--- config.mk ---
export PLATFORM = sky130hd
export DESIGN_NAME = pipe_stall_ctrl
export DESIGN_NICKNAME = d
export VERILOG_FILES = /design/src/rtl/pipe_stall_pkg.sv /design/src/rtl/ld_use_unit.sv /design/src/rtl/port_arb_unit.sv /design/src/rtl/xfer_hold_unit.sv /design/src/rtl/pipe_stall_ctrl.sv
export SDC_FILE = /design/constraint.sdc
export NUM_CORES = 1
export LEC_CHECK = 0
export CAP_MARGIN = 20
export CORE_AREA = 4 4 41 43
export DETAILED_ROUTE_END_ITERATION = 6
export DIE_AREA = 0 0 45 47
export GPL_ROUTABILITY_DRIVEN = 0
export PLACE_DENSITY = 0.72
export SYNTH_ARGS = -nofsm -noshare
export SYNTH_HDL_FRONTEND = slang
export SYNTH_SLANG_ARGS = --single-unit
--- constraint.sdc ---
create_clock -name clk -period 3.95 [get_ports clk]
set_clock_uncertainty 0.05 [all_clocks]
set_input_delay 0.79 -clock clk [delete_from_list [all_inputs] [get_ports clk]]
set_output_delay 0.79 -clock clk [all_outputs]
set_load 0.005 [all_outputs]
--- src/rtl/pipe_stall_pkg.sv ---
package pipe_stall_pkg;

  // One source operand matches a live destination (zero never matches).
  function automatic logic src_hit(input logic [31:0] rs, input logic used,
                                   input logic [31:0] rd);
    return used && (rd != 32'd0) && (rs == rd);
  endfunction

  // The single memory port is taken by a data access.
  function automatic logic data_access(input logic vld, input logic ld,
                                       input logic st);
    return vld && (ld || st);
  endfunction

endpackage

--- src/rtl/ld_use_unit.sv ---
module ld_use_unit #(
  parameter int REG_W = 5
) (
  input  logic             id_valid,
  input  logic [1:0][REG_W-1:0] id_src,
  input  logic [1:0]       id_use,
  input  logic             ex_valid,
  input  logic             ex_load,
  input  logic             ex_wr_en,
  input  logic [REG_W-1:0] ex_rd,
  output logic             hit
);
  import pipe_stall_pkg::*;

  localparam int NSRC = 2;

  logic [NSRC-1:0] src_m;
  logic            producer;

  assign producer = ex_valid && ex_load && ex_wr_en;

  for (genvar g = 0; g < NSRC; g++) begin : g_src
    assign src_m[g] = src_hit(32'(id_src[g]), id_use[g], 32'(ex_rd));
  end

  assign hit = id_valid && producer && (|src_m);
endmodule

--- src/rtl/port_arb_unit.sv ---
module port_arb_unit (
  input  logic mem_valid,
  input  logic mem_load,
  input  logic mem_store,
  output logic busy
);
  import pipe_stall_pkg::*;

  assign busy = data_access(mem_valid, mem_load, mem_store);
endmodule

--- src/rtl/xfer_hold_unit.sv ---
module xfer_hold_unit #(
  parameter int BR_PENALTY = 3
) (
  input  logic clk,
  input  logic rst,
  input  logic start,
  output logic hold
);
  localparam int CW = $clog2(BR_PENALTY + 1);

  logic [CW-1:0] cnt_q;

  always_ff @(posedge clk) begin
    if (rst)
      cnt_q <= '0;
    else if (start)
      cnt_q <= CW'(BR_PENALTY);
    else if (cnt_q != '0)
      cnt_q <= cnt_q - CW'(1);
  end

  assign hold = (cnt_q != '0) && !rst;
endmodule

--- src/rtl/pipe_stall_ctrl.sv ---
module pipe_stall_ctrl #(
  parameter int REG_W      = 5,
  parameter int BR_PENALTY = 3
) (
  input  logic             clk,
  input  logic             rst,
  input  logic             id_valid,
  input  logic [REG_W-1:0] id_rs1,
  input  logic [REG_W-1:0] id_rs2,
  input  logic             id_use_rs1,
  input  logic             id_use_rs2,
  input  logic             id_ctl_xfer,
  input  logic             ex_valid,
  input  logic             ex_load,
  input  logic             ex_wr_en,
  input  logic [REG_W-1:0] ex_rd,
  input  logic             mem_valid,
  input  logic             mem_load,
  input  logic             mem_store,
  output logic             pc_write_en,
  output logic             ifid_write_en,
  output logic             idex_bubble,
  output logic             fetch_squash
);
  // Named internal events, visible to the bound checker.
  logic lu_raw, port_raw;
  logic lu_hit;      // load-use hazard this cycle
  logic port_busy;   // data access holds the memory port
  logic br_start;    // control transfer leaves decode
  logic br_hold;     // fetch held for transfer resolution

  ld_use_unit #(.REG_W(REG_W)) u_lu (
    .id_valid (id_valid),
    .id_src   ({id_rs2, id_rs1}),
    .id_use   ({id_use_rs2, id_use_rs1}),
    .ex_valid (ex_valid),
    .ex_load  (ex_load),
    .ex_wr_en (ex_wr_en),
    .ex_rd    (ex_rd),
    .hit      (lu_raw)
  );

  port_arb_unit u_port (
    .mem_valid (mem_valid),
    .mem_load  (mem_load),
    .mem_store (mem_store),
    .busy      (port_raw)
  );

  assign lu_hit    = lu_raw && !rst;
  assign port_busy = port_raw && !rst;
  assign br_start  = id_valid && id_ctl_xfer && !lu_hit && !rst;

  xfer_hold_unit #(.BR_PENALTY(BR_PENALTY)) u_hold (
    .clk   (clk),
    .rst   (rst),
    .start (br_start),
    .hold  (br_hold)
  );

  // Hazards are OR-combined; a load-use freeze outranks a fetch squash.
  assign pc_write_en   = !(lu_hit || port_busy || br_hold);
  assign ifid_write_en = !lu_hit;
  assign idex_bubble   = lu_hit;
  assign fetch_squash  = (port_busy || br_hold) && !lu_hit;
endmodule

* Yosys cells after proc, flatten, opt, wreduce, memory -nomap -nowiden *
Index checks and enable logic that the tools add are counted.

operators by class
  reductions and logical operators = 27
  add/subtract/negate cells = 1
  muxes and demuxes = 2
  equal/unequal tests = 2

operators by type and width
  kind                                               number
  logical AND 1 bit                                  16
  == test 5 bit                                      2
  nonzero test 5 bit                                 1
  logical OR 1 bit                                   4
  2-to-1 mux 2 bit                                   2
  nonzero test 2 bit                                 2
  logical NOT 1 bit                                  3
  OR reduction 2 bit                                 1
  subtractor 2 x 1 -> 2 bit (second input constant)  1

word-level totals
  word-level logic and storage cells = 33
  register bits = 2
  output and inout bits = 4
  input port bits = 27

* Longest topological paths before layout *
  word-level depth = 10
  mapped depth = 5
  gate-level depth less buffers = 5

* Hierarchy *
A second synthesis with hierarchy kept.

second synthesis, totals
  cells, all modules = 38
  area total of the unflattened synthesis = 296.5 um^2

by module, submodules not included
  module           cells an instance  area each (um^2)  instances  sequential area each (um^2)
  ld_use_unit      18                 140.1             1          0.0
  xfer_hold_unit   11                 100.1             1          40.0
  pipe_stall_ctrl  8                  48.8              1          0.0
  port_arb_unit    1                  7.5               1          0.0

* Worst setup path before layout *
OpenSTA, ideal clock, no wires.

  path kind = input -> output
  start = input port ex_rd[1]
  end = output port pc_write_en
  path slack = 1.465 ns
  arrival = 1.645 ns
  required time = 3.110 ns
  buffers on the path = 0
  stages on the path = 4
  cells stage by stage = or4_1 -> nor2_1 -> nor4b_2 -> a21oi_1

between the ends
  longest elaborated chain between the ends = 9
  elaborated cells between the ends (all ways) = 13
  those cells by class = eq/ne: 2; reduce/logical: 11

ends and longest elaborated chain
  element                           RTL line               RTL
  start, declared                   pipe_stall_ctrl.sv:16  input logic [REG_W-1:0] ex_rd,
  nonzero test 5 bit                pipe_stall_pkg.sv:6    return used && (rd != 32'd0) && (rs == rd);
  logical AND 1 bit (2 in series)   pipe_stall_pkg.sv:6
  OR reduction 2 bit *              ld_use_unit.sv:26      assign hit = id_valid && producer && (|src_m);
  logical AND 1 bit *               ld_use_unit.sv:26
  logical AND 1 bit *               pipe_stall_ctrl.sv:50  assign lu_hit = lu_raw && !rst;
  logical OR 1 bit * (2 in series)  pipe_stall_ctrl.sv:62  assign pc_write_en = !(lu_hit || port_busy || br_hold);
  logical NOT 1 bit *               pipe_stall_ctrl.sv:62
  end, declared                     pipe_stall_ctrl.sv:20  output logic pc_write_en,

Mark *: on every way between the ends. The rest lies on a longest branch, timed or not.

* Worst setup path after layout *
  start = input port ex_rd[1]
  end = output port idex_bubble

between the ends
  longest elaborated chain between the ends = 6
  elaborated cells between the ends (all ways) = 10
  those cells by class = eq/ne: 2; reduce/logical: 8

ends and longest elaborated chain
  element                          RTL line               RTL
  nonzero test 5 bit               pipe_stall_pkg.sv:6
  logical AND 1 bit (2 in series)  pipe_stall_pkg.sv:6
  OR reduction 2 bit *             ld_use_unit.sv:26
  logical AND 1 bit *              ld_use_unit.sv:26
  logical AND 1 bit *              pipe_stall_ctrl.sv:50
  end, declared                    pipe_stall_ctrl.sv:22  output logic idex_bubble,

Marked as above.

==> impl_metrics.toml <==
[timing]
worst_slew_pin_slew_ps = 501
finalCritPeriodShare_pct = 88.9
drv_slew = 0
whs_ps = 567
slew_headroom_pct = 66.5
period_minus_slack_ps = 3510
hold_viol = 0
setup_viol_count_final = 0
fmax_mhz = 285
fin_ws_ps = 439
rsz0062_at_grt = "false"
finalSetupTns_ps = 0

[routing]
drt-pass1-iter-count = 1
routedWlPerCell_um = 10.5
drc = 0
vias = 380
vias_per_cell = 4.47
first_iter_violations = 0
drtAntennaViolNets = 0
wl_um = 891

[pwr]
leakagePower_nw = 0.230
p_int_mw = 0.124
pwr-share-seq_pct = 17.2
sw_frac_of_total_pct = 29.8
power.density_mw_per_mm2 = 278
power_switching_mw = 0.0527
ir_worst_vdd_uv = 113
combPwrFrac_pct = 56.3
clkPwrFrac_pct = 26.5

[placed_design]
place_inst = 82
pre_cts_slack_ps = 423
io_buffers = 30
place_hpwl_um = 802

[clock_tree]
cts_tree = "yes"
root_buffer = "clkbuf_4"
clkTransAtPathRegs_ps = 30
ctsResizeCount = 0
numCtsBuffers = 3
htreeDepth = 1
post_cts_buffers = 0
clock_sinks = 2
clockBufferDepth = 2
cts_hold_buf = 0
clkLatencyLatePin_ps = 230

[setup_path]
critical_path_class = "input pin to primary output"
r2r.worst_path.cells = 5
reg2reg_to = "u_hold.cnt_q[1]$_SDFFE_PP0P_"
r2r_start = "u_hold.cnt_q[0]$_SDFFE_PP0P_"
regToRegSetupSlack_ps = 2570
arrival_ps = 2670
endpoint_kind = "primary output"
worstPathRequired_ps = 3110
crit_fanout = 6
cp-start-kind = "input pin"

[yosys]
synth_area_leaders = "xnor2_1, dfxtp_1, nand2_1"
seq_area_frac_synth_pct = 13.6
yosysWarnings = 0
synth_ff_type = "dfxtp_1"
ys_async_sr_fraction_pct = 0
ys_ff_latch = 2
synthCells = 37
avgSynthCellArea_sq_um = 7.95
yosys.area.top_type = "xnor2_1"
ys_types = 20
synth_top_area_share_pct = 29.8
synth_edf_count = 0
syn_area_sq_um = 294
synth_nets = 65

[cells_and_area]
largest-register = "u_hold.cnt_q"
fin_nets = 100
finalNonFillerCells = 85
diodes = 0
top_regs = "u_hold.cnt_q x2"
largest_reg_flops = 2
drive_gt1_share_pct = 10.0
area_growth_pct = 116

[floorplanning]
die_area_sq_mm = 0.00212
io_pins = 31
rows = 13
die_x_um = 45
initial_utilization_pct = 22.6
die_y_um = 47
core_sq_mm = 0.00130

[grt]
grt_max_degree = 7
grt_usage_pct = 9.70
gr-total-overflow = 0
antenna_found_initial = 0
first_global_vias = 385
grt_pass1_wl_um = 1440

[status]
status = "complete, no violations"

[worst_hold_path]
hold_end = "u_hold.cnt_q[0]$_SDFFE_PP0P_"
whs_path_depth = 2
hold_path.class = "flip-flop to flip-flop"
hold_path.startpoint = "u_hold.cnt_q[0]$_SDFFE_PP0P_"

[job]
cap_viol_max_count = 0
==> per-stage QoR <==
stage	utilization, %	cell area, sq um	power, mW
finish	48.8	636	0.177
global route	48.8	636	0.193
CTS	48.8	636	0.181
detailed placement	47.1	613	0.132
global placement	47.1	613	0.129
floorplan	-	294	0.0855
==> worst max-delay path by stage <==
stage | startpoint | endpoint | slack, ps
after floorplan | ex_rd[1] | pc_write_en | 1470
after global placement | ex_rd[2] | idex_bubble | 440
after detailed placement | ex_rd[3] | idex_bubble | 420
after CTS | ex_rd[1] | idex_bubble | 420
after global routing | ex_rd[1] | pc_write_en | 310
final | ex_rd[1] | idex_bubble | 440
==> layout make-up <==
cell class	count	area, sq um
fill	140	666
timing repair buffer	30	300
multi-input combinational	33	246
sequential	2	40.0
clock buffer	3	22.5
tap	15	18.8
inverter	2	7.51
==> cells by family (layout without fill, tap and decap cells) <==
| family | count (synthesis) | in the layout | share of synthesized area (%) |
|---|---|---|---|
| and+or+nand+nor | 11 | 11 | 22.1 |
| DFF | 2 | 2 | 13.6 |
| buffers and inverters | 2 | 35 | 2.55 |
| muxes | 1 | 1 | 3.83 |
| xor gates and xnor gates | 11 | 11 | 32.8 |
| adders and majority gates | 1 | 1 | 4.25 |
| AOI/OAI and AO/OA | 9 | 9 | 20.9 |
==> cell usage in the layout, fill, tap and decap left out, types with 2 or more instances in the layout <==
cell type / n
clkdlybuf4s50_1: 30
xnor2_1: 10
nand2_1: 4
clkbuf_4: 3
inv_1: 2
nand4_1: 2
a21oi_1: 2
a31oi_1: 2
dfxtp_1: 2
==> metal layers <==
layer  vias up  global-route usage, %  wire, um
met3         4                   2.68        97
li1        198                      -         -
met1       161                   9.28       318
met4         0                   8.77        21
met5         -                      0         0
met2        17                   16.9       454
==> worst max-delay path: stages <==
cell and delay (ps):
clkdlybuf4s50_1 520, xnor2_1 130, nand4_1 110, o22ai_1 420, and2_1 200, clkdlybuf4s50_1 500
==> cell usage after synthesis, types with 2 or more instances <==
cell type	count
a31oi_1	2
xnor2_1	10
inv_1	2
a21oi_1	2
nand2_1	4
nand4_1	2
dfxtp_1	2
==> power by group through the flow <==
stage	clock (mW)	sequential [mW]	combinational, mW
6_report	0.0468	0.0305	0.0995
5_1_grt	0.0487	0.0315	0.113
2_1_floorplan	0	0.0304	0.0551
3_3_place_gp	0	0.0308	0.0982
3_5_place_dp	0	0.0308	0.101
4_1_cts	0.0495	0.0305	0.101
Power figures use the tool's default switching activity.
